**config.mk**
```make
export PLATFORM = sky130hd
export DESIGN_NAME = pp_out_ep
export DESIGN_NICKNAME = d
export VERILOG_FILES = /design/src/rtl/pp_ep_pkg.sv /design/src/rtl/pp_bank_mem.sv /design/src/rtl/pp_fill_ctrl.sv /design/src/rtl/pp_rel_ctrl.sv /design/src/rtl/pp_out_ep.sv
export SDC_FILE = /design/constraint.sdc
export NUM_CORES = 1
export LEC_CHECK = 0
export BUFFER_PORTS_ARGS = -buffer_cell sky130_fd_sc_hd__buf_2
export CAP_MARGIN = 20
export CORE_ASPECT_RATIO = 0.6
export CORE_MARGIN = 3
export CORE_UTILIZATION = 35
export DETAILED_ROUTE_END_ITERATION = 6
export MAX_ROUTING_LAYER = met4
export PLACE_DENSITY = 0.49
export SYNTH_ARGS = -nofsm -noshare
export SYNTH_HDL_FRONTEND = slang
export SYNTH_SLANG_ARGS = --single-unit
```
**constraint.sdc**
```tcl
create_clock -name clk -period 3.2 [get_ports clk]
set_input_delay 0.64 -clock clk [delete_from_list [all_inputs] [get_ports clk]]
set_output_delay 0.64 -clock clk [all_outputs]
set_load 0.02 [all_outputs]
```
**src/rtl/pp_ep_pkg.sv**
```systemverilog
package pp_ep_pkg;
    localparam logic [1:0] HS_NONE = 2'b00;
    localparam logic [1:0] HS_ACK  = 2'b01;
    localparam logic [1:0] HS_NAK  = 2'b10;
endpackage

```
**src/rtl/pp_bank_mem.sv**
```systemverilog
module pp_bank_mem #(
    parameter int DEPTH = 64,
    parameter int DW    = 8,
    parameter int AW    = $clog2(DEPTH)
) (
    input  logic          clk,
    input  logic          wr_en,
    input  logic [AW-1:0] wr_addr,
    input  logic [DW-1:0] wr_data,
    input  logic [AW-1:0] rd_addr,
    output logic [DW-1:0] rd_data
);
    logic [DW-1:0] mem_q [DEPTH];

    always_ff @(posedge clk) begin
        if (wr_en) begin
            mem_q[wr_addr] <= wr_data;
        end
    end

    assign rd_data = mem_q[rd_addr];
endmodule

```
**src/rtl/pp_fill_ctrl.sv**
```systemverilog
module pp_fill_ctrl
    import pp_ep_pkg::*;
#(
    parameter int MAX_PKT = 64,
    parameter int DW      = 8,
    parameter int CNT_W   = $clog2(MAX_PKT + 1),
    parameter int AW      = $clog2(MAX_PKT)
) (
    input  logic             clk,
    input  logic             rst_n,
    input  logic             bus_reset,
    input  logic             rx_start,
    input  logic             rx_valid,
    input  logic [DW-1:0]    rx_data,
    input  logic             rx_end,
    input  logic             rx_abort,
    input  logic [1:0]       flags,
    output logic             wr_en,
    output logic             wr_bank,
    output logic [AW-1:0]    wr_addr,
    output logic [DW-1:0]    wr_data,
    output logic [1:0]       set_bk,
    output logic [CNT_W-1:0] set_cnt,
    output logic             hs_valid,
    output logic [1:0]       hs_code
);
    typedef struct packed {
        logic             active;
        logic             discard;
        logic             ovf;
        logic             bank;
        logic [CNT_W-1:0] wcnt;
        logic             hs_valid;
        logic [1:0]       hs_code;
    } fill_st_t;

    fill_st_t s_d, s_q;

    always_comb begin
        s_d          = s_q;
        s_d.hs_valid = 1'b0;
        s_d.hs_code  = HS_NONE;
        wr_en        = 1'b0;
        set_bk       = 2'b00;
        if (bus_reset) begin
            s_d = '0;
        end else if (rx_start) begin
            s_d.active  = 1'b1;
            s_d.discard = flags[s_q.bank];
            s_d.ovf     = 1'b0;
            s_d.wcnt    = '0;
        end else if (s_q.active) begin
            if (rx_abort) begin
                s_d.active = 1'b0;
            end else if (rx_end) begin
                s_d.active = 1'b0;
                if (s_q.discard) begin
                    s_d.hs_valid = 1'b1;
                    s_d.hs_code  = HS_NAK;
                end else if (!s_q.ovf) begin
                    s_d.hs_valid        = 1'b1;
                    s_d.hs_code         = HS_ACK;
                    set_bk[s_q.bank]    = 1'b1;
                    s_d.bank            = ~s_q.bank;
                end
            end else if (rx_valid && !s_q.discard) begin
                if (s_q.wcnt == CNT_W'(MAX_PKT)) begin
                    s_d.ovf = 1'b1;
                end else begin
                    wr_en    = 1'b1;
                    s_d.wcnt = s_q.wcnt + 1'b1;
                end
            end
        end
    end

    always_ff @(posedge clk or negedge rst_n) begin
        if (!rst_n) begin
            s_q <= '0;
        end else begin
            s_q <= s_d;
        end
    end

    assign wr_bank  = s_q.bank;
    assign wr_addr  = s_q.wcnt[AW-1:0];
    assign wr_data  = rx_data;
    assign set_cnt  = s_q.wcnt;
    assign hs_valid = s_q.hs_valid;
    assign hs_code  = s_q.hs_code;
endmodule

```
**src/rtl/pp_rel_ctrl.sv**
```systemverilog
module pp_rel_ctrl #(
    parameter int MAX_PKT = 64,
    parameter int CNT_W   = $clog2(MAX_PKT + 1),
    parameter int AW      = $clog2(MAX_PKT)
) (
    input  logic             clk,
    input  logic             rst_n,
    input  logic             bus_reset,
    input  logic [1:0]       set_bk,
    input  logic [CNT_W-1:0] set_cnt,
    input  logic             cpu_clr,
    input  logic             cpu_rd,
    output logic [1:0]       flags,
    output logic [CNT_W-1:0] cnt0,
    output logic [CNT_W-1:0] cnt1,
    output logic             rel_bank,
    output logic [AW-1:0]    rd_addr,
    output logic             rd_ok
);
    typedef struct packed {
        logic [1:0]            flag;
        logic [1:0][CNT_W-1:0] cnt;
        logic                  rel;
        logic [CNT_W-1:0]      rdp;
    } rel_st_t;

    rel_st_t s_d, s_q;

    always_comb begin
        rd_ok = s_q.flag[s_q.rel] && (s_q.rdp < s_q.cnt[s_q.rel]);
        s_d   = s_q;
        if (bus_reset) begin
            s_d = '0;
        end else begin
            for (int b = 0; b < 2; b++) begin
                if (set_bk[b]) begin
                    s_d.flag[b] = 1'b1;
                    s_d.cnt[b]  = set_cnt;
                end
            end
            if (cpu_clr && s_q.flag[s_q.rel]) begin
                s_d.flag[s_q.rel] = 1'b0;
                s_d.cnt[s_q.rel]  = '0;
                s_d.rel           = ~s_q.rel;
                s_d.rdp           = '0;
            end else if (cpu_rd && rd_ok) begin
                s_d.rdp = s_q.rdp + 1'b1;
            end
        end
    end

    always_ff @(posedge clk or negedge rst_n) begin
        if (!rst_n) begin
            s_q <= '0;
        end else begin
            s_q <= s_d;
        end
    end

    assign flags    = s_q.flag;
    assign cnt0     = s_q.cnt[0];
    assign cnt1     = s_q.cnt[1];
    assign rel_bank = s_q.rel;
    assign rd_addr  = s_q.rdp[AW-1:0];
endmodule

```
**src/rtl/pp_out_ep.sv**
```systemverilog
module pp_out_ep #(
    parameter int MAX_PKT = 64,
    parameter int DW      = 8,
    parameter int CNT_W   = $clog2(MAX_PKT + 1)
) (
    input  logic             clk,
    input  logic             rst_n,
    input  logic             bus_reset,
    input  logic             rx_start,
    input  logic             rx_valid,
    input  logic [DW-1:0]    rx_data,
    input  logic             rx_end,
    input  logic             rx_abort,
    output logic             hs_valid,
    output logic [1:0]       hs_code,
    input  logic             cpu_clr,
    input  logic             cpu_rd,
    output logic [DW-1:0]    rd_data,
    output logic             rel_bank,
    output logic             flag_bk0,
    output logic             flag_bk1,
    output logic [CNT_W-1:0] cnt_bk0,
    output logic [CNT_W-1:0] cnt_bk1,
    output logic             irq
);
    localparam int AW = $clog2(MAX_PKT);

    logic             wr_en;
    logic             wr_bank;
    logic [AW-1:0]    wr_addr;
    logic [DW-1:0]    wr_data;
    logic [1:0]       set_bk;
    logic [CNT_W-1:0] set_cnt;
    logic [1:0]       flags;
    logic [AW-1:0]    rd_addr;
    logic             rd_ok;
    logic [DW-1:0]    bank_rd [2];

    pp_fill_ctrl #(.MAX_PKT(MAX_PKT), .DW(DW), .CNT_W(CNT_W), .AW(AW)) u_fill (
        .clk(clk), .rst_n(rst_n), .bus_reset(bus_reset),
        .rx_start(rx_start), .rx_valid(rx_valid), .rx_data(rx_data),
        .rx_end(rx_end), .rx_abort(rx_abort), .flags(flags),
        .wr_en(wr_en), .wr_bank(wr_bank), .wr_addr(wr_addr), .wr_data(wr_data),
        .set_bk(set_bk), .set_cnt(set_cnt),
        .hs_valid(hs_valid), .hs_code(hs_code)
    );

    pp_rel_ctrl #(.MAX_PKT(MAX_PKT), .CNT_W(CNT_W), .AW(AW)) u_rel (
        .clk(clk), .rst_n(rst_n), .bus_reset(bus_reset),
        .set_bk(set_bk), .set_cnt(set_cnt),
        .cpu_clr(cpu_clr), .cpu_rd(cpu_rd),
        .flags(flags), .cnt0(cnt_bk0), .cnt1(cnt_bk1),
        .rel_bank(rel_bank), .rd_addr(rd_addr), .rd_ok(rd_ok)
    );

    for (genvar g = 0; g < 2; g++) begin : g_bank
        pp_bank_mem #(.DEPTH(MAX_PKT), .DW(DW), .AW(AW)) u_mem (
            .clk(clk),
            .wr_en(wr_en && (wr_bank == 1'(g))),
            .wr_addr(wr_addr),
            .wr_data(wr_data),
            .rd_addr(rd_addr),
            .rd_data(bank_rd[g])
        );
    end

    assign rd_data  = rd_ok ? bank_rd[rel_bank] : '0;
    assign flag_bk0 = flags[0];
    assign flag_bk1 = flags[1];
    assign irq      = flags[0] | flags[1];
endmodule

```
# Yosys cells after proc, flatten, opt, wreduce, memory -nomap -nowiden
# Memory sizes are Yosys's and may differ from the RTL's.
# Cells that the tools add are included.
[totals]
rom_bits = 0
latchBits = 0
output_inout_bits = 29
word_cells = 128
n_memories = 2
register_bits = 38
input_bits = 17
ramBits = 1024
[memory_table]
columns = ["memory", "words", "width", "rd", "rd_clocked_by_memory_dff", "wr", "line", "text"]
rows = [
  ["g_bank[0].u_mem.mem_q", 64, 8, 1, 0, 1, "pp_bank_mem.sv:13", "logic [DW-1:0] mem_q [DEPTH];"],
  ["g_bank[1].u_mem.mem_q", 64, 8, 1, 0, 1, "pp_bank_mem.sv:13", ""],
]
[op_classes]
shifts = 0
bitwise = 8
n_eq_ne = 8
n_addsub = 2
div_mod_pow = 0
order_cmp = 6
n_reduce_logical = 20
muxes = 70
mul = 0
[op_table]
columns = ["op", "count"]
rows = [
  ["2-to-1 mux 7 bit", 13],
  ["2-to-1 mux 1 bit", 34],
  ["2-to-1 mux 8 bit", 4],
  ["2-to-1 mux 12 bit", 2],
  ["2-to-1 mux 24 bit", 1],
  ["2-to-1 mux 17 bit", 1],
  ["adder 7 x 1 -> 7 bit (second input constant)", 2],
  ["bitwise AND 14 bit", 1],
  ["2-to-1 mux 14 bit", 1],
  ["2-to-1 mux 2 bit", 7],
  ["inverter 14 bit", 1],
  ["2-to-1 mux 3 bit", 4],
  ["nonzero test 3 bit", 4],
  ["AND reduction 5 bit", 2],
  ["!= test 3 bit (second input constant)", 3],
  ["logical AND 1 bit", 8],
  ["!= test 2 bit (second input constant)", 4],
  ["nonzero test 2 bit", 4],
  ["demux 7 bit (select 1 bit)", 1],
  ["== test 7 bit (second input constant)", 1],
  ["< comparator 7 bit", 1],
  ["AND reduction 6 bit", 1],
  ["< comparator 1 x 2 -> 1 bit (second input constant)", 2],
  ["bitwise AND 2 bit", 1],
  ["other kinds (8)", 11],
]

# Logic depth before layout (Yosys ltp)
[depth]
depth_word = 16
depth_mapped = 12
ltp_nobuf = 8

# Modules after synthesis
# From an unflattened synthesis, not the netlist that was laid out.
[unflattened]
hier_cells = 2132
hier_area_um2 = 42585.8
[by_module_without_submodules]
columns = ["module", "cells_per_inst", "n_inst", "area_per_inst_um2"]
rows = [
  ["pp_bank_mem", 932, 2, 20006.7],
  ["pp_rel_ctrl", 146, 1, 1486.4],
  ["pp_fill_ctrl", 102, 1, 925.9],
  ["pp_out_ep", 20, 1, 160.2],
]

# Least setup slack after synthesis
# OpenSTA, ideal clock, no wires.
[synth_path]
kind = "register to output"
from = "register u_rel.s_q (netlist bit u_rel.rel_bank)"
to = "output rd_data[3]"
path_stages_with_launch = 10
path_buffers = 1
path_slack_ps = -205
required_time_ps = 2560
arrival_ps = 2765
cell_sequence = "dfrtp_1 > buf_1 > mux2i_1 > ha_1 > o21a_1 > o31ai_2 > a21oi_2 > nor3_2 > nand2_1 > o32ai_1"
[synth_between]
elab_chain_cells = 5
[synth_rtl]
columns = ["item", "line", "text"]
rows = [
  ["start, declared", "pp_rel_ctrl.sv:27", "rel_st_t s_d, s_q;"],
  ["start signal, assigned", "pp_rel_ctrl.sv:54", "s_q <= '0;"],
  ["start signal, assigned", "pp_rel_ctrl.sv:56", "s_q <= s_d;"],
  ["2-to-1 mux 7 bit (not written as such) / inverter 1 -> 2 bit (equally long branches)", "pp_rel_ctrl.sv:30, pp_out_ep.sv:67", ""],
  ["2-to-1 mux 7 bit (not written as such) / 2-to-1 mux 8 bit (equally long branches)", "pp_rel_ctrl.sv:30, pp_out_ep.sv:67", ""],
  ["< comparator 7 bit / 2-to-1 mux 8 bit (equally long branches)", "pp_rel_ctrl.sv:30, pp_out_ep.sv:67", ""],
  ["logical AND 1 bit / 2-to-1 mux 8 bit (equally long branches)", "pp_rel_ctrl.sv:30, pp_out_ep.sv:67", ""],
  ["2-to-1 mux 8 bit *", "pp_out_ep.sv:67", "assign rd_data = rd_ok ? bank_rd[rel_bank] : '0;"],
  ["end, declared", "pp_out_ep.sv:18", "output logic [DW-1:0] rd_data,"],
]
# Mark *: on every way between the ends. The rest lies on a longest branch, timed or not. The select of a mux whose other input is x is not followed.

# Worst setup path in the final report
[layout_path]
from = "register u_rel.s_q (netlist bit u_rel.rd_addr[0])"
to = "output rd_data[6]"
[layout_between]
elab_chain_cells = 5
[layout_rtl]
columns = ["item", "line"]
rows = [
  ["memory (64 x 8 bit)", "--"],
  ["2-to-1 mux 8 bit (not written as such) (3 in series)", "pp_out_ep.sv:67"],
  ["2-to-1 mux 8 bit *", "pp_out_ep.sv:67"],
]
# Marks and branches as above.

==> flow_summary.json <==
{
  "start_kind": "flip-flop",
  "cts_tree": "done",
  "max_stage_delay_ns": 0.56,
  "hp-class": "in -> async",
  "pwr-share-clk_pct": 42.9,
  "cp_num_buf_inv": 4,
  "critPathArrivalTime_ns": 3.39,
  "fin_crit_ns": 4.03,
  "ys_warn_count": 0,
  "worst_pin_slew_ns": 0.977,
  "area_growth_pct": 22.9,
  "hold_buffers": 0,
  "coreArea_um2": 119000,
  "layout.nets": 2642,
  "hpwlAfterDp_um": 81800,
  "via_count": 23200,
  "crit_cells": 9,
  "reg2reg_depth": 10,
  "htreeDepth": 3,
  "hold_viol": 0,
  "max_freq_ghz": 0.248,
  "cts_sinks": 1062,
  "fp.dieH_um": 275,
  "worst_path_most_repeated_cell": "buf_12",
  "track_usage_pct": 20.4,
  "rsz0062_at_grt": "true",
  "num_rows": 98,
  "power_mw": 27.3,
  "io_pins": 46,
  "grt_pass1_vias": 23100,
  "yosysMostFrequentCell": "edfxtp_1",
  "ys_seq_area_share_pct": 75.0,
  "finalCritPeriodShare_pct": 126,
  "yosysUniqueCellTypes": 65,
  "setup_ws_ns": -0.832,
  "finalInstanceArea_um2": 51900,
  "max_cap_viol_count": 0,
  "cp_max_fo": 8,
  "clock_latency_ns": 0.70,
  "p_sw_mw": 5.50,
  "crit_path_end_kind": "output port",
  "power_frac_seq_pct": 55.8,
  "die_w_um": 455,
  "synthTopCellsByCount": "edfxtp_1 (1024), mux4_2 (193), nor2_1 (182), mux2i_1 (137), clkbuf_1 (57)",
  "synthTopCellsByArea": "edfxtp_1 (73%), mux4_2 (10%), mux2i_1 (3.2%)",
  "dieArea_um2": 125000,
  "switching_share_pct": 20.2,
  "wl_per_cell_um": 28.6,
  "synth_edf_count": 1024,
  "io_buffers": 45,
  "drv_slew": 0,
  "synthArstFlopShare_pct": 3.58,
  "clockBufferDepth": 3,
  "drive_gt1_share_pct": 36.4,
  "p_per_area_nw_per_um2": 525,
  "routabilityCongestion": 0.883,
  "netlist_area_um2": 42300,
  "avgViaCountPerCell": 5.39,
  "path_delay_family": "compound AO/OA/AOI/OAI gates",
  "clockRootBuffer": "clkbuf_16",
  "utilization_pct": 43.5,
  "antenna_found_initial": 2,
  "ys.flop_type": "edfxtp_1",
  "vdd_ir_drop_max_v": 0.000419,
  "cts_made_buffers": 96,
  "critical_path_class": "reg -> out",
  "grt_pass1_wl_um": 174000,
  "max_slew_margin_pct": 34.8,
  "place_area_um2": 47300,
  "cellLeakagePower_nw": 16.5,
  "drt_iter0_drc": 2839,
  "route.detailed.drc": 2,
  "violations": "DRC, setup timing",
  "syn_nets": 2191,
  "yosysTopAreaCellShare_pct": 72.8,
  "start_util_pct": 35.4,
  "postRouteAntennaNets": 0,
  "worst_hold_slack_ns": 0.0961,
  "clk_pin_slew_ns": 0.07,
  "grt-ovfl-total": 0,
  "syn_inst": 2165,
  "grt_max_degree": 99,
  "synth_area_leader_cell": "edfxtp_1",
  "setup_viol": 8,
  "cellInternalPower_mw": 21.8,
  "critPathSlowestCell": "dfrtp_4",
  "status": "finished with violations",
  "pwr-share-comb_pct": 1.2,
  "worstPathRequired_ns": 2.56,
  "finalClockSkew_ns": 0.0176,
  "avgSynthCellArea_um2": 19.5,
  "cp_cell_sequence": "buf_12, buf_12, mux4_2, a22oi_2, a2bb2oi_1, buf_4, a2111o_1, o311a_1, buf_6",
  "ys_ff_latch": 1062,
  "drtPass1Iterations": 7,
  "finalWirelength_um": 123000
}
[state kept, by name, summed over array words and instances, names as in the netlist]
name / flops
u_fill.s_q: 3
u_fill.set_cnt: 7
u_rel.cnt0: 7
g_bank.u_mem.mem_q: 1024
u_fill.hs_valid: 1
u_rel.rd_addr: 6
u_rel.cnt1: 7
u_fill.hs_code: 2
u_fill.wr_bank: 1
u_rel.s_q: 1
u_rel.flags: 2
u_rel.rel_bank: 1
[final cells by class]
type / count / area (um2)
fillers: 10400 / 67500
flip-flops and latches: 1062 / 31700
multi-input cells: 954 / 10400
repair buffers: 492 / 4620
clock buffers: 108 / 2450
well taps: 1600 / 2000
clock inverters: 69 / 701
inverters: 10 / 37.5
diodes: 2 / 5.00
[worst paths after layout]
path                                               start                                     end  slack (ns)
max in group asynchronous                          rst_n            u_rel.rd_addr[0]$_DFFE_PN0P_        2.38
hold / removal                                     rst_n                u_rel.flags[1]$_DFF_PN0_         0.1
setup reg to reg           u_fill.set_cnt[0]$_DFFE_PN0P_  g_bank[0].u_mem.mem_q[11][3]$_DFFE_PP_        0.58
hold reg to reg               u_fill.s_q[11]$_DFFE_PN0P_               u_fill.hs_valid$_DFF_PN0_        0.51
setup / recovery            u_rel.rd_addr[0]$_DFFE_PN0P_                              rd_data[6]       -0.83
min in group clk                                rx_start              u_fill.s_q[12]$_DFFE_PN0N_        0.21
[power by group through the flow]
stage | registers [mW] | logic, mW | clock network, mW
final | 15.2 | 0.332 | 11.7
after global routing | 15.2 | 0.359 | 12.5
after CTS | 15.2 | 0.338 | 11.9
after detailed placement | 15.5 | 0.339 | 0
after global placement | 15.5 | 0.319 | 0
after floorplan | 15.5 | 0.0237 | 0
[cell usage in the layout, fill, tap and decap left out, drive strengths merged, types with 8 or more instances in the layout]
cell type / n
mux4: 204
o22ai: 20
xnor2: 8
buf: 491
nor2: 182
ha: 9
a211oi: 20
clkinv: 48
edfxtp: 1024
nand3: 37
nand2: 50
o2111ai: 8
o211ai: 20
o221ai: 8
bufinv: 12
nor2b: 18
mux2i: 137
nor3: 14
mux2: 20
o21ai: 15
clkbuf: 109
nand2b: 17
a21oi: 33
clkinvlp: 8
a22oi: 45
o31ai: 8
inv: 11
dfrtp: 38
a221oi: 9
[cell families (layout without fill, tap and decap cells)]
group,count (synthesis),count (layout),synth area share [%]
flip-flops,1062,1062,75.0
XOR/XNOR,11,11,0.228
adder cells (fa/ha/maj),9,9,0.267
buffers and inverters,149,679,2.16
multiplexers,361,361,14.8
AND/OR/NAND/NOR,363,363,3.99
AO/OA/AOI/OAI,210,210,3.57
other,0,2,0
[metrics by stage]
step / TNS (ns) / cells / worst slack (ns)
3_3_place_gp: -2.18 / 4066 / -0.409
3_5_place_dp: -2.21 / 4066 / -0.385
6_report: -6.34 / 4297 / -0.832
4_1_cts: -6.87 / 4287 / -0.896
2_1_floorplan: 0 / 2165 / 0.0682
5_1_grt: -7.06 / 4296 / -0.924
[metal layers]
layer | vias to the layer above | track usage [%] | part of all wire [%]
li1 | 9747 | - | -
met1 | 12400 | 31.0 | 48
met2 | 877 | 26.5 | 41
met3 | 118 | 6.04 | 9.0
met4 | 0 | 4.24 | 1.4
met5 | - | - | 0
[timing repair]
item                                    4_1_cts  5_1_grt
cloned                                        9        1
setup buffers                                39       13
pin swaps                                    38       29
gates resized for setup                     150       51
endpoints found under the setup margin        8        8
endpoints found under the hold margin         0        0
Note: power is estimated with default switching activity, not from simulation.
